`src/rtl/lsu_pkg.sv`:
```
package lsu_pkg;

    typedef enum logic [1:0] {
        SZ_BYTE = 2'd0,
        SZ_HALF = 2'd1,
        SZ_WORD = 2'd2,
        SZ_WALT = 2'd3
    } acc_size_e;

endpackage

```
`src/rtl/lsu_byte_pick.sv`:
```
module lsu_byte_pick #(
    parameter int DATA_W = 32,
    localparam int NBYTES = DATA_W / 8,
    localparam int CNT_W  = $clog2(NBYTES)
) (
    input  logic [DATA_W-1:0] word_i,
    input  logic [CNT_W-1:0]  idx_i,
    output logic [7:0]        byte_o
);
    always_comb begin
        byte_o = '0;
        for (int j = 0; j < NBYTES; j++) begin
            if (idx_i == CNT_W'(j)) byte_o = word_i[8*j +: 8];
        end
    end
endmodule

```
`src/rtl/lsu_extend.sv`:
```
module lsu_extend #(
    parameter int DATA_W = 32,
    localparam int NBYTES = DATA_W / 8,
    localparam int CNT_W  = $clog2(NBYTES)
) (
    input  logic [DATA_W-1:0] raw_i,
    input  logic [CNT_W-1:0]  top_idx_i,
    input  logic              sgn_i,
    output logic [DATA_W-1:0] ext_o
);
    logic fill_bit;

    always_comb begin
        fill_bit = 1'b0;
        for (int j = 0; j < NBYTES; j++) begin
            if (top_idx_i == CNT_W'(j)) fill_bit = sgn_i & raw_i[8*j+7];
        end
        for (int j = 0; j < NBYTES; j++) begin
            if (CNT_W'(j) <= top_idx_i) ext_o[8*j +: 8] = raw_i[8*j +: 8];
            else                        ext_o[8*j +: 8] = {8{fill_bit}};
        end
    end
endmodule

```
`src/rtl/byte_serial_lsu.sv`:
```
module byte_serial_lsu
    import lsu_pkg::*;
#(
    parameter int ADDR_W      = 32,
    parameter int DATA_W      = 32,
    parameter bit ALIGN_FETCH = 1'b1
) (
    input  logic              clk,
    input  logic              rst_n,
    input  logic              start_i,
    input  logic              fetch_i,
    input  logic              write_i,
    input  logic              signed_i,
    input  logic [1:0]        size_i,
    input  logic [ADDR_W-1:0] addr_i,
    input  logic [DATA_W-1:0] wdata_i,
    output logic [DATA_W-1:0] rdata_o,
    output logic              done_o,
    output logic              mem_req_o,
    output logic              mem_we_o,
    output logic [ADDR_W-1:0] mem_addr_o,
    output logic [7:0]        mem_wdata_o,
    input  logic [7:0]        mem_rdata_i
);
    localparam int NBYTES = DATA_W / 8;
    localparam int CNT_W  = $clog2(NBYTES);

    typedef struct packed {
        logic              busy;
        logic [CNT_W-1:0]  cnt;
        logic [ADDR_W-1:0] base;
        logic              write;
        logic              sgn;
        acc_size_e         size;
        logic [DATA_W-1:0] wdata;
        logic [DATA_W-1:0] gather;
        logic [DATA_W-1:0] rdata;
        logic              done;
    } lsu_state_t;

    lsu_state_t        st_d, st_q;
    logic [CNT_W-1:0]  top_idx;
    logic [DATA_W-1:0] merged;
    logic [DATA_W-1:0] extended;
    logic [ADDR_W-1:0] start_base;

    always_comb begin
        unique case (st_q.size)
            SZ_BYTE: top_idx = '0;
            SZ_HALF: top_idx = CNT_W'(1);
            default: top_idx = CNT_W'(NBYTES - 1);
        endcase
    end

    always_comb begin
        start_base = addr_i;
        if (ALIGN_FETCH && fetch_i) start_base[CNT_W-1:0] = '0;
    end

    lsu_extend #(.DATA_W(DATA_W)) i_extend (
        .raw_i     (merged),
        .top_idx_i (top_idx),
        .sgn_i     (st_q.sgn),
        .ext_o     (extended)
    );

    lsu_byte_pick #(.DATA_W(DATA_W)) i_pick (
        .word_i (st_q.wdata),
        .idx_i  (st_q.cnt),
        .byte_o (mem_wdata_o)
    );

    always_comb begin
        st_d      = st_q;
        st_d.done = 1'b0;
        merged    = st_q.gather;
        merged[8*st_q.cnt +: 8] = mem_rdata_i;
        if (!st_q.busy) begin
            if (start_i) begin
                st_d.busy   = 1'b1;
                st_d.cnt    = '0;
                st_d.base   = start_base;
                st_d.write  = write_i & ~fetch_i;
                st_d.sgn    = signed_i & ~fetch_i;
                st_d.size   = fetch_i ? SZ_WORD : acc_size_e'(size_i);
                st_d.wdata  = wdata_i;
                st_d.gather = '0;
            end
        end else begin
            if (!st_q.write) st_d.gather = merged;
            if (st_q.cnt == top_idx) begin
                st_d.busy = 1'b0;
                st_d.done = 1'b1;
                if (!st_q.write) st_d.rdata = extended;
            end else begin
                st_d.cnt = st_q.cnt + CNT_W'(1);
            end
        end
    end

    always_ff @(posedge clk) begin
        if (!rst_n) begin
            st_q <= '0;
        end else begin
            st_q <= st_d;
        end
    end

    assign mem_req_o  = st_q.busy;
    assign mem_we_o   = st_q.busy & st_q.write;
    assign mem_addr_o = st_q.base + ADDR_W'(st_q.cnt);
    assign rdata_o    = st_q.rdata;
    assign done_o     = st_q.done;

endmodule

```
`config.mk`:
```
export PLATFORM = sky130hd
export DESIGN_NAME = byte_serial_lsu
export DESIGN_NICKNAME = d
export VERILOG_FILES = /design/src/rtl/lsu_pkg.sv /design/src/rtl/lsu_byte_pick.sv /design/src/rtl/lsu_extend.sv /design/src/rtl/byte_serial_lsu.sv
export SDC_FILE = /design/constraint.sdc
export NUM_CORES = 1
export LEC_CHECK = 0
export ABC_AREA = 1
export BUFFER_PORTS_ARGS = -buffer_cell sky130_fd_sc_hd__buf_2
export CELL_PAD_IN_SITES_DETAIL_PLACEMENT = 1
export CELL_PAD_IN_SITES_GLOBAL_PLACEMENT = 1
export CORE_MARGIN = 2
export CORE_UTILIZATION = 41
export CTS_CLUSTER_DIAMETER = 200
export CTS_CLUSTER_SIZE = 8
export DETAILED_ROUTE_END_ITERATION = 8
export GPL_TIMING_DRIVEN = 0
export PLACE_DENSITY = 0.89
export SKIP_CTS_REPAIR_TIMING = 1
export SLEW_MARGIN = 20
export SYNTH_ARGS = -nofsm -noshare
export SYNTH_HDL_FRONTEND = slang
export SYNTH_SLANG_ARGS = --single-unit
```
`constraint.sdc`:
```
create_clock -name clk -period 5.43 [get_ports clk]
set_clock_uncertainty 0.05 [all_clocks]
set_input_delay 0.543 -clock clk [delete_from_list [all_inputs] [get_ports clk]]
set_output_delay 0.543 -clock clk [all_outputs]
set_load 0.01 [all_outputs]
```
==> results.sh <==
export IMPL_status="finished, final reports clean"
export IMPL_utilization_pct=52.4
export IMPL_final_area_mm2=0.00872
export IMPL_place_hpwl_mm=17.4
export IMPL_grt_usage_pct=27.2
export IMPL_cts_clk_slew_worst_paths_ns=0.06
export IMPL_syn_avg_cell_area_um2=6.60
export IMPL_start_util_pct=42.0
export IMPL_intPower_mw=2.13
export IMPL_instances_no_fill=1466
export IMPL_cp_required_ns=4.84
export IMPL_yosysUniqueCellTypes=31
export IMPL_p_total_mw=2.93
export IMPL_overflow=0
export IMPL_ys_ff_latch=136
export IMPL_fmax_mhz=277
export IMPL_cts_sinks=136
export IMPL_vias=7583
export IMPL_synthToLayoutAreaGrowth_pct=24.6
export IMPL_grt_max_degree=17
export IMPL_p_seq_share_pct=38.2
export IMPL_rsz0062_at_grt="false"
export IMPL_synth_area_mm2=0.00699
export IMPL_rows=47
export IMPL_hold_class="in -> reg"
export IMPL_synth_edf_count=0
export IMPL_cts_buffer_depth=2
export IMPL_h_tree_depth=4
export IMPL_ys_flop_type="dfxtp_1"
export IMPL_critPathKind="reg -> out"
export IMPL_async_reset_ff_share_pct=0
export IMPL_final_cell_mix="nand2_1, nor2_1, buf_2"
export IMPL_worst_slack_ns=1.82
export IMPL_hold_viol=0
export IMPL_drt_pass1_iter_count=5
export IMPL_cts_buffers_inserted=17
export IMPL_wl_per_cell_um=16.5
export IMPL_num_fill_cells=2274
export IMPL_max_vdd_ir_drop_mv=0.229
export IMPL_drtIter0Drc=405
export IMPL_slew_headroom_pct=59.1
export IMPL_core_area_mm2=0.0166
export IMPL_netSwitchingFraction_pct=27.4
export IMPL_p_leak_nw=3.95
export IMPL_antenna_cells_inserted=0
export IMPL_post_dp_cell_area_mm2=0.00804
export IMPL_placed_cells_incl_taps=1434
export IMPL_place_gp_congestion=0.882
export IMPL_antenna_found_initial=1
export IMPL_die_w_um=135
export IMPL_layout_commonest_cell="nand2_1"
export IMPL_p_sw_mw=0.803
export IMPL_startpoint_type="flop"
export IMPL_drv_cap=0
export IMPL_cp_max_fo=10
export IMPL_crit_path_end_kind="output port"
export IMPL_powerDensity_mw_per_mm2=336
export IMPL_pre_cts_ws_ns=2.29
export IMPL_grt_first_pass_wirelength_mm=39.0
export IMPL_fin_crit_sh_pct=66.5
export IMPL_finalSetupTns_ns=0
export IMPL_ys_warn_count=0
export IMPL_pin_count=155
export IMPL_fin_nets=1324
export IMPL_synth_nets=1151
export IMPL_via_per_inst=5.17
export IMPL_fp_dieH_um=135
export IMPL_postSynthCellCount=1060
export IMPL_antenna_left=0
export IMPL_crit_arrival_ns=3.02
export IMPL_grt_pass1_vias=7720
export IMPL_root_buffer="clkbuf_16"
export IMPL_slew_viol_final=0
export IMPL_setup_violations_final=0
export IMPL_clk_latency_ns=0.43
export IMPL_whs_ns=0.314
export IMPL_wl_mm=24.2
export IMPL_p_comb_share_pct=16.3
export IMPL_p_clk_share_pct=45.5
export IMPL_layout_min_cycle_time_ns=3.61
export IMPL_tightest_slew_ns=0.614
export IMPL_drc=0
export IMPL_drive_gt1_share_pct=20.0
export IMPL_io_buffers=154
export IMPL_cts_tree="yes"
export IMPL_die_area_mm2=0.0181
export IMPL_synth_seq_area_share_pct=38.9
synth_stat cells, types with 10 or more instances:
library cell	instances	share of area, %
nand2_1	286	15
clkbuf_1	31	1.7
buf_2	12	0.86
xor2_1	13	1.6
ha_1	10	1.8
nand3_1	39	2.8
a21oi_1	84	6.0
buf_4	34	3.6
nor2_1	181	9.7
nor3_1	12	0.86
inv_1	66	3.5
o21ai_0	96	6.9
dfxtp_1	136	39
registers in the layout, indices dropped and copies added (netlist names):
| signal | flops |
|---|---|
| rdata_o | 32 |
| mem_req_o | 1 |
| st_q | 102 |
| done_o | 1 |
kinds of logic (layout without fill, tap and decap cells):
logic type / Yosys count / in the layout / share of synthesized area [%]
xor gates and xnor gates: 18 / 18 / 2.25
adders and majority gates: 11 / 11 / 2.08
and+or+nand+nor: 548 / 548 / 32.0
buffers and inverters: 154 / 340 / 10.6
DFF: 136 / 136 / 38.9
AOI/OAI and AO/OA: 193 / 193 / 14.1
worst paths after layout:
kind / start / slack, ns / endpoint / cells past startpoint
hold reg to reg: st_q[36]$_SDFFE_PN0P_ / 0.42 / st_q[36]$_SDFFE_PN0P_ / 2
setup reg to reg: st_q[133]$_SDFFE_PN0P_ / 2.87 / rdata_o[26]$_SDFFE_PN0P_ / 10
hold / removal: addr_i[15] / 0.31 / st_q[116]$_SDFFE_PN0P_ / 3
setup / recovery: st_q[133]$_SDFFE_PN0P_ / 1.82 / mem_addr_o[26] / 10
worst max-delay path, cell delays in order (launching register included):
cell and delay, ns:
dfxtp_1 0.57, ha_1 0.27, inv_1 0.06, fa_1 0.44, nor2_2 0.34, nand2_1 0.23, nor2_1 0.32, nand2_1 0.10
nand2_1 0.06, nand2_1 0.06, buf_2 0.14
routing by layer:
metal / GRT usage (%) / vias up / wire length [um]
met4: 9.30 / 2 / 493
met2: 47.7 / 200 / 12000
met5: 0 / - / 13
met1: 33.6 / 3627 / 10600
met3: 5.14 / 48 / 1060
li1: - / 3706 / -
power by group through the flow:
stage | combinational (mW) | clock [mW] | sequential, mW
after floorplan | 0.301 | 0 | 1.12
final | 0.476 | 1.33 | 1.12
after global placement | 0.453 | 0 | 1.14
after global routing | 0.530 | 1.38 | 1.13
after CTS | 0.477 | 1.34 | 1.12
after detailed placement | 0.467 | 0 | 1.14
area by class of cell:
type	count	area, um^2	area share, %
inverter	72	270	3.10
buffer	82	473	5.43
clock inverter	13	224	2.57
timing repair buffer	154	771	8.84
clock buffer	19	453	5.20
multi-input combinational	770	3530	40.5
tap	220	275	3.16
sequential	136	2720	31.2
No activity file was read; power rests on OpenSTA's default activity.
